<file path="config.mk">
export PLATFORM = sky130hd
export DESIGN_NAME = hit_scan_fmt
export DESIGN_NICKNAME = d
export VERILOG_FILES = /design/src/rtl/hs_pkg.sv /design/src/rtl/hs_rst_sync.sv /design/src/rtl/hs_start_sel.sv /design/src/rtl/hs_range_any.sv /design/src/rtl/hs_word_fmt.sv /design/src/rtl/hit_scan_fmt.sv
export SDC_FILE = /design/constraint.sdc
export NUM_CORES = 1
export LEC_CHECK = 0
export CAP_MARGIN = 5
export CORE_MARGIN = 8
export CORE_UTILIZATION = 30
export DETAILED_ROUTE_END_ITERATION = 7
export DONT_BUFFER_PORTS = 1
export SYNTH_ARGS = -nofsm -noshare
export SYNTH_HDL_FRONTEND = slang
export SYNTH_SLANG_ARGS = --single-unit
</file>
<file path="constraint.sdc">
create_clock -name clk -period 2.95 [get_ports clk]
set_clock_uncertainty 0.15 [all_clocks]
set_input_delay 0.59 -clock clk [delete_from_list [all_inputs] [get_ports clk]]
set_output_delay 0.59 -clock clk [all_outputs]
set_load 0.02 [all_outputs]
</file>
<file path="src/rtl/hs_pkg.sv">
package hs_pkg;
  localparam int WORD_W = 32;
  localparam int CEN_W  = 16;
  localparam logic [7:0] HIT_TAG = 8'hA5;
  localparam logic [7:0] TRL_TAG = 8'hFF;

  typedef enum logic [1:0] {
    ST_IDLE = 2'd0,
    ST_SCAN = 2'd1,
    ST_FIN  = 2'd2
  } hs_state_e;
endpackage

</file>
<file path="src/rtl/hs_rst_sync.sv">
module hs_rst_sync (
  input  logic clk,
  input  logic rst_n,
  output logic rst_sync_n
);
  logic meta_q;
  logic hold_q;

  always_ff @(posedge clk or negedge rst_n) begin
    if (!rst_n) begin
      meta_q <= 1'b0;
      hold_q <= 1'b0;
    end else begin
      meta_q <= 1'b1;
      hold_q <= meta_q;
    end
  end

  assign rst_sync_n = hold_q;
endmodule

</file>
<file path="src/rtl/hs_start_sel.sv">
module hs_start_sel #(
  parameter int N_ROADS  = 32,
  parameter int N_GROUPS = 4
) (
  input  logic [N_GROUPS-1:0]        group_i,
  output logic [$clog2(N_ROADS)-1:0] start_o
);
  localparam int IDX_W  = $clog2(N_ROADS);
  localparam int GRP_SZ = N_ROADS / N_GROUPS;

  // Walk from the top group down so the lowest set flag wins.
  always_comb begin
    start_o = '0;
    for (int g = N_GROUPS - 1; g >= 0; g--) begin
      if (group_i[g]) start_o = IDX_W'(g * GRP_SZ);
    end
  end
endmodule

</file>
<file path="src/rtl/hs_range_any.sv">
module hs_range_any #(
  parameter int N_ROADS = 32
) (
  input  logic [N_ROADS-1:0]         hit_i,
  input  logic [$clog2(N_ROADS)-1:0] lo_i,
  input  logic [$clog2(N_ROADS)-1:0] hi_i,
  output logic                       any_o
);
  localparam int IDX_W = $clog2(N_ROADS);

  logic [N_ROADS-1:0] in_rng;

  for (genvar i = 0; i < N_ROADS; i++) begin : g_bit
    assign in_rng[i] = hit_i[i] && (IDX_W'(i) >= lo_i) && (IDX_W'(i) <= hi_i);
  end

  assign any_o = |in_rng;
endmodule

</file>
<file path="src/rtl/hs_word_fmt.sv">
module hs_word_fmt
  import hs_pkg::*;
#(
  parameter int IDX_W = 5
) (
  input  logic              trailer_i,
  input  logic [IDX_W-1:0]  road_i,
  input  logic [CEN_W-1:0]  centroid_i,
  input  logic [7:0]        count_i,
  output logic [WORD_W-1:0] word_o
);
  always_comb begin
    if (trailer_i) word_o = {TRL_TAG, count_i, 16'h0000};
    else           word_o = {HIT_TAG, 8'(road_i), centroid_i};
  end
endmodule

</file>
<file path="src/rtl/hit_scan_fmt.sv">
module hit_scan_fmt
  import hs_pkg::*;
#(
  parameter int N_ROADS  = 32,
  parameter int N_GROUPS = 4
) (
  input  logic                        clk,
  input  logic                        rst_n,
  input  logic                        hitreg_valid_i,
  input  logic [N_ROADS-1:0]          hit_vec_i,
  input  logic [N_GROUPS-1:0]         group_i,
  input  logic [15:0]                 centroid_i,
  input  logic [$clog2(N_ROADS)-1:0]  last_road_i,
  input  logic                        eoe_i,
  input  logic                        ofifo_full_i,
  output logic                        trc_we_o,
  output logic [31:0]                 trc_data_o,
  output logic                        ofifo_we_o,
  output logic [31:0]                 ofifo_data_o,
  output logic                        done_o
);
  localparam int IDX_W = $clog2(N_ROADS);

  logic rst_int_n;

  hs_state_e          st_q, st_d;
  logic [N_ROADS-1:0] hits_q;
  logic [CEN_W-1:0]   cen_q;
  logic [IDX_W-1:0]   last_q;
  logic               eoe_q;
  logic [IDX_W-1:0]   ptr_q, ptr_d;
  logic [7:0]         cnt_q;

  logic               ld_en;
  logic               ptr_en;
  logic               wr;
  logic               trl_sel;
  logic               cnt_inc;
  logic               cnt_clr;
  logic               done;
  logic               cur_bit;
  logic [IDX_W-1:0]   start_idx;
  logic               any_hit;
  logic [WORD_W-1:0]  word;

  hs_rst_sync u_rst (
    .clk        (clk),
    .rst_n      (rst_n),
    .rst_sync_n (rst_int_n)
  );

  hs_start_sel #(.N_ROADS(N_ROADS), .N_GROUPS(N_GROUPS)) u_start (
    .group_i (group_i),
    .start_o (start_idx)
  );

  hs_range_any #(.N_ROADS(N_ROADS)) u_any (
    .hit_i (hit_vec_i),
    .lo_i  (start_idx),
    .hi_i  (last_road_i),
    .any_o (any_hit)
  );

  hs_word_fmt #(.IDX_W(IDX_W)) u_fmt (
    .trailer_i  (trl_sel),
    .road_i     (ptr_q),
    .centroid_i (cen_q),
    .count_i    (cnt_q),
    .word_o     (word)
  );

  assign cur_bit = hits_q[ptr_q];

  // Next-state and control decode
  always_comb begin
    st_d    = st_q;
    ptr_d   = ptr_q;
    ptr_en  = 1'b0;
    ld_en   = 1'b0;
    wr      = 1'b0;
    trl_sel = 1'b0;
    cnt_inc = 1'b0;
    cnt_clr = 1'b0;
    done    = 1'b0;
    unique case (st_q)
      ST_IDLE: begin
        if (hitreg_valid_i) begin
          ld_en  = 1'b1;
          ptr_en = 1'b1;
          ptr_d  = start_idx;
          st_d   = any_hit ? ST_SCAN : ST_FIN;
        end
      end
      ST_SCAN: begin
        if (cur_bit && !ofifo_full_i) begin
          wr      = 1'b1;
          cnt_inc = 1'b1;
        end
        if (!cur_bit || !ofifo_full_i) begin
          if (ptr_q == last_q) begin
            st_d = ST_FIN;
          end else begin
            ptr_en = 1'b1;
            ptr_d  = ptr_q + IDX_W'(1);
          end
        end
      end
      ST_FIN: begin
        trl_sel = eoe_q;
        if (eoe_q) begin
          if (!ofifo_full_i) begin
            wr      = 1'b1;
            done    = 1'b1;
            cnt_clr = 1'b1;
            st_d    = ST_IDLE;
          end
        end else begin
          done = 1'b1;
          st_d = ST_IDLE;
        end
      end
      default: st_d = ST_IDLE;
    endcase
  end

  // State register
  always_ff @(posedge clk or negedge rst_int_n) begin
    if (!rst_int_n) st_q <= ST_IDLE;
    else            st_q <= st_d;
  end

  // Capture registers, loaded only on acceptance
  always_ff @(posedge clk or negedge rst_int_n) begin
    if (!rst_int_n) begin
      hits_q <= '0;
      cen_q  <= '0;
      last_q <= '0;
      eoe_q  <= 1'b0;
    end else if (ld_en) begin
      hits_q <= hit_vec_i;
      cen_q  <= centroid_i;
      last_q <= last_road_i;
      eoe_q  <= eoe_i;
    end
  end

  // Scan pointer
  always_ff @(posedge clk or negedge rst_int_n) begin
    if (!rst_int_n)  ptr_q <= '0;
    else if (ptr_en) ptr_q <= ptr_d;
  end

  // Event hit counter
  always_ff @(posedge clk or negedge rst_int_n) begin
    if (!rst_int_n)   cnt_q <= '0;
    else if (cnt_clr) cnt_q <= '0;
    else if (cnt_inc) cnt_q <= cnt_q + 8'd1;
  end

  assign trc_we_o     = wr;
  assign trc_data_o   = word;
  assign ofifo_we_o   = wr;
  assign ofifo_data_o = word;
  assign done_o       = done;
endmodule

</file>
* Word-level counts from Yosys, hierarchy flattened
Cells that the tools add are included.
** Storage, ports and cells
- Register bits :: 71
- Input bits :: 62
- Word-level logic and storage cells :: 192
- Output and inout bits :: 67
** Cells by class
- Mux-type cells :: 34
- Magnitude comparators :: 65
- Reduce and logical (&&, ||, !) cells :: 74
- Add/subtract/negate cells :: 2
- Equality and inequality tests :: 8
** Operators with widths (count)
- 5-bit greater-or-equal comparator (first input constant) :: 16
- 5-bit less-or-equal comparator (first input constant) :: 16
- 1-bit logical AND :: 65
- 4-bit by 5-bit greater-or-equal comparator with 1-bit output (first input constant) :: 8
- 4-bit by 5-bit less-or-equal comparator with 1-bit output (first input constant) :: 8
- 5-bit two-way mux :: 7
- 32-bit OR reduction :: 1
- 31-bit two-way mux :: 1
- 3-bit by 5-bit greater-or-equal comparator with 1-bit output (first input constant) :: 4
- 3-bit by 5-bit less-or-equal comparator with 1-bit output (first input constant) :: 4
- 8-bit two-way mux :: 2
- 1-bit two-way mux :: 13
- 2-bit two-way mux :: 6
- 1-bit by 5-bit greater-or-equal comparator with 1-bit output (first input constant) :: 2
- 2-bit by 5-bit greater-or-equal comparator with 1-bit output (first input constant) :: 2
- 1-bit by 5-bit less-or-equal comparator with 1-bit output (first input constant) :: 2
- 2-bit by 5-bit less-or-equal comparator with 1-bit output (first input constant) :: 2
- 5-bit case mux with 2 select lines :: 1
- 8-bit by 1-bit adder with 8-bit output (second input constant) :: 1
- 2-bit inequality test (second input constant) :: 4
- 5-bit by 6-bit < comparator with 1-bit output (second input constant) :: 1
- 2-bit case mux with 3 select lines :: 1
- 5-bit by 1-bit adder with 5-bit output (second input constant) :: 1
- 1-bit binary-select mux with 5-bit select :: 1
- 11 further kinds :: 14

* Logic depth before layout (Yosys ltp)
- Depth in word-level cells :: 11
- Depth in mapped cells :: 8
- Mapped depth without buffers :: 7

* Hierarchy
A second synthesis with hierarchy kept.
** Second synthesis, totals
- Cells, all modules :: 453
- Area total of the unflattened synthesis :: 4603.2 um^2
** By module, submodules not included
- hit_scan_fmt :: sequential area each 1726.7 um^2, cells each 292, area an instance 3540.9 um^2, instances 1
- hs_range_any :: sequential area each 0.0 um^2, cells each 114, area an instance 695.7 um^2, instances 1
- hs_word_fmt :: sequential area each 0.0 um^2, cells each 35, area an instance 259.0 um^2, instances 1
- hs_rst_sync :: sequential area each 50.0 um^2, cells each 3, area an instance 53.8 um^2, instances 1
- hs_start_sel :: sequential area each 0.0 um^2, cells each 9, area an instance 53.8 um^2, instances 1

* Worst setup path before layout
No wires, ideal clock.
- Path type :: reg2out
- Start :: register ptr_q[2]
- End :: output port trc_we_o
- Slack :: 0.111 ns
- Data required time :: 2.210 ns
- Path buffers :: 2
- Arrival time :: 2.099 ns
- Stages on the path, launching flop included :: 9
- Cells stage by stage :: dfrtp_1 buf_2 and2_1 a22oi_1 nand3_1 nand2_2 o21ai_1 a21boi_0 buf_4
** Between the ends
- Word-level cells in the longest chain between the ends :: 5
** RTL lines
- start: declaration :: RTL line hit_scan_fmt.sv:31 : logic [IDX_W-1:0] ptr_q, ptr_d;
- start signal: assignment :: RTL line hit_scan_fmt.sv:150 : else if (ptr_en) ptr_q <= ptr_d;
- 1-bit binary-select mux with 5-bit select :: RTL line hit_scan_fmt.sv:72 : assign cur_bit = hits_q[ptr_q];
- 1-bit two-way mux (not written as such) :: RTL line hit_scan_fmt.sv:72
- 1-bit logical AND :: RTL line hit_scan_fmt.sv:95 : if (cur_bit && !ofifo_full_i) begin
- 1-bit two-way mux :: RTL line hit_scan_fmt.sv:95
- 1-bit case mux with 2 select lines :: RTL line hit_scan_fmt.sv:85 : unique case (st_q)
- end: declaration :: RTL line hit_scan_fmt.sv:16 : output logic trc_we_o,
Every way passes these cells. The select of a mux whose other input is x is not followed.

* Final worst setup path
- Start :: register ptr_q[1]
- End :: output port ofifo_we_o
** Between the ends
- Word-level cells in the longest chain between the ends :: 5
** RTL lines
- 1-bit binary-select mux with 5-bit select :: RTL line hit_scan_fmt.sv:72
- 1-bit two-way mux (not written as such) :: RTL line hit_scan_fmt.sv:72
- 1-bit logical AND :: RTL line hit_scan_fmt.sv:95
- 1-bit two-way mux :: RTL line hit_scan_fmt.sv:95
- 1-bit case mux with 2 select lines :: RTL line hit_scan_fmt.sv:85
- end: declaration :: RTL line hit_scan_fmt.sv:18 : output logic ofifo_we_o,
Every way passes these cells. The select of a mux whose other input is x is not followed.

==> insert_results.sql <==
INSERT INTO impl_metrics (metric_group, metric, value, unit) VALUES
('sta', 'finalSetupTns', '0', 'ps'),
('placement', 'final_weighted_congestion_in_routability_driven_placement', '0.8078', ''),
('detailed_routing', 'avgRoutedWirePerCell', '18.67', 'um'),
('detailed_routing', 'drtAntennaViolNets', '0', ''),
('die', 'io_pins', '129', ''),
('yosys', 'synth_xor_area_share', '1.229', '%'),
('power_and_ir_drop', 'powerDensity', '1110', 'mW/mm2'),
('clocking', 'clock_slew_at_reported_path_ffs', '60', 'ps'),
('detailed_routing', 'vias_per_cell', '5.183', ''),
('sta', 'finalHoldViolations', '0', ''),
('sta', 'slew-limit-headroom', '34.70', '%'),
('critical_path', 'startpoint', 'ptr_q[1]', ''),
('yosys', 'netlist_area', '0.004275', 'mm2'),
('yosys', 'syn_inst', '411', ''),
('yosys', 'yosys_register_bits', '71', ''),
('clocking', 'clock_tree.htree_level_count', '3', ''),
('layout', 'most-common-layout-cells', 'sky130_fd_sc_hd__dfrtp_1, sky130_fd_sc_hd__mux2_2, sky130_fd_sc_hd__nand2_1, sky130_fd_sc_hd__mux2i_1, sky130_fd_sc_hd__and2_1', ''),
('die', 'die-height', '135.4', 'um'),
('critical_path', 'timing.critical_path.from_type', 'register', ''),
('grt', 'grtUsageTotal', '11.83', '%'),
('critical_path', 'cpMaxStageDelayCell', 'sky130_fd_sc_hd__dfrtp_2', ''),
('critical_path', 'setup.worst_path.class', 'register to primary output', ''),
('power_and_ir_drop', 'max-vdd-ir-drop', '0.4275', 'mV'),
('critical_path', 'timing.rr.end', 'ptr_q[2]', ''),
('die', 'die-area', '0.01833', 'mm2'),
('clocking', 'cts_tree', 'built', ''),
('yosys', 'netlist-cell-type-count', '58', ''),
('die', 'rows', '43', ''),
('layout', 'layout.cells.most_common', 'sky130_fd_sc_hd__dfrtp_1', ''),
('grt', 'grt_start_max_net_pins', '62', ''),
('yosys', 'async_reset_ff_share', '100.0', '%'),
('layout', 'area.sequential', '0.001782', 'mm2'),
('outcome', 'status', 'finished clean', ''),
('grt', 'grt-ovfl-total', '0', ''),
('grt', 'grt_pass1_wl', '16680', 'um'),
('yosys', 'synth_compound_area_share', '13.29', '%'),
('layout', 'multi_input_area', '0.002117', 'mm2'),
('critical_path', 'crit_fanout', '18', ''),
('sta', 'finalHoldWorstSlack', '196.9', 'ps'),
('critical_path', 'reg2reg_slack', '600', 'ps'),
('detailed_routing', 'routed-via-count', '2949', ''),
('min_path', 'hold_path.class', 'register to async pin', ''),
('yosys', 'synth_fa_ha_area_share', '1.961', '%'),
('sta', 'fin_crit_sh', '96.05', '%'),
('detailed_routing', 'drtPass1Iterations', '4', ''),
('layout', 'final_nets', '451', ''),
('critical_path', 'worst_ep_required_time', '2210', 'ps'),
('yosys', 'synth-seq-area-share', '41.56', '%'),
('layout', 'final_layout_size_suffix_gt1_share', '25.45', '%'),
('critical_path', 'crit_path_cell_chain', 'buf_12 > mux2i_1 > a211oi_1 > nand3_1 > nand2_4 > o21ai_1 > a21boi_1 > buf_4', ''),
('clocking', 'cts_max_path_buffers', '2', ''),
('sta', 'finalCriticalPeriod', '2834', 'ps'),
('critical_path', 'worst_path_largest_cell_delay', '440', 'ps'),
('sta', 'final.setup.worst_slack', '116.4', 'ps'),
('critical_path', 'worst_setup_path_end_kind', 'primary output', ''),
('sta', 'max_freq', '352.9', 'MHz'),
('placement', 'post-dp-hpwl', '8021', 'um'),
('placement', 'place_worst_setup_slack', '391.1', 'ps'),
('layout', 'layout.filler_cells', '1436', ''),
('critical_path', 'timing.reg2reg.worst_path_depth', '9', ''),
('die', 'floorplan.core_area', '0.01388', 'mm2'),
('clocking', 'root_buffer', 'sky130_fd_sc_hd__clkbuf_16', ''),
('yosys', 'synth_top_family_by_area', 'multiplexers', ''),
('detailed_routing', 'routed_wirelength', '10620', 'um'),
('layout', 'area.growth.synth_to_final', '6.702', '%'),
('sta', 'worst-slew-pin-transition', '970.8', 'ps'),
('yosys', 'synth-main-ff-cell', 'sky130_fd_sc_hd__dfrtp_1', ''),
('critical_path', 'launch_instance_of_the_worst_register_to_register_path', 'ptr_q[1]', ''),
('critical_path', 'cp.arrival', '2090', 'ps'),
('grt', 'grt_pass1_vias', '2954', ''),
('clocking', 'number_of_clock_buffers_inserted_by_tritoncts', '9', '');
[per-layer routing]
layer / vias to the layer above / routed length, um / track usage (%)
met5: - / 0 / 0
met4: 0 / 95 / 3.023
met3: 7 / 919 / 5.786
met2: 87 / 5062 / 18.43
met1: 1480 / 4544 / 14.27
li1: 1375 / - / -
[flip-flops by register name, indices dropped and copies added (netlist names)]
register / count
u_rst.rst_sync_n: 1
u_rst.meta_q: 1
st_q: 2
cnt_q: 8
cen_q: 16
last_q: 5
eoe_q: 1
hits_q: 32
ptr_q: 5
[report_power, final]
part | internal (uW) | switching (uW) | leakage, uW
Clock | 591 | 409 | 0.000140
Combinational | 909 | 1390 | 0.000860
Sequential | 1420 | 338 | 0.000856
[synthesized netlist by cell type (6+ instances only)]
| cell type | n | area share (%) |
|---|---|---|
| sky130_fd_sc_hd__mux2i_1 | 19 | 4.4 |
| sky130_fd_sc_hd__nand3_1 | 10 | 1.2 |
| sky130_fd_sc_hd__clkbuf_1 | 9 | 0.79 |
| sky130_fd_sc_hd__nor2_1 | 10 | 0.88 |
| sky130_fd_sc_hd__mux2_2 | 57 | 15 |
| sky130_fd_sc_hd__inv_1 | 9 | 0.79 |
| sky130_fd_sc_hd__a21oi_1 | 16 | 1.9 |
| sky130_fd_sc_hd__buf_4 | 41 | 7.2 |
| sky130_fd_sc_hd__nand2_1 | 27 | 2.4 |
| sky130_fd_sc_hd__dfrtp_1 | 71 | 42 |
| sky130_fd_sc_hd__or3_1 | 7 | 1.0 |
| sky130_fd_sc_hd__o21ai_0 | 12 | 1.4 |
| sky130_fd_sc_hd__and2_1 | 17 | 2.5 |
| sky130_fd_sc_hd__nand2b_1 | 6 | 0.88 |
[final cells by class]
| cell class | instances | share of cell area, % |
|---|---|---|
| clock buffers | 11 | 5.321 |
| clock inverters | 5 | 0.7131 |
| inverters | 10 | 0.8228 |
| multi-input cells | 279 | 46.41 |
| flip-flops and latches | 71 | 39.06 |
| well taps | 180 | 4.937 |
| repair buffers | 13 | 2.743 |
[critical path: cells and delay by family (launching register included)]
family / cells / cell delay [ps]
compound gates: 3 / 500
buf+inv: 2 / 380
flops: 1 / 440
mux: 1 / 120
simple gates: 2 / 290
[what timing repair did]
item                                    in CTS  in global routing
endpoints found under the hold margin        2                  0
resized for setup                            0                  7
buffers inserted                             0                  4
endpoints found under the setup margin       0                  2
hold buffers                                 1                  0
[how the worst max path moves through the flow]
stage,end,cells past startpoint
floorplan,trc_we_o,8
global route,trc_we_o,8
CTS,ofifo_we_o,8
global placement,ofifo_we_o,8
finish,ofifo_we_o,8
detailed placement,ofifo_we_o,8
[kinds of logic after synthesis]
kind of cell,after synthesis
compound gates,80
fa+ha+maj,7
xor+xnor,6
simple gates,101
mux,76
other cells,1
buf+inv,69
flops,71
[stage by stage]
stage,utilization (%),power [uW],area (um2),std cells
CTS,32.53,5043,4516,565
global placement,30.48,3961,4230,548
global route,32.86,5401,4562,569
detailed placement,30.48,4020,4230,548
floorplan,-,3879,4305,419
finish,32.86,5062,4562,569
Power figures use the tool's default switching activity.
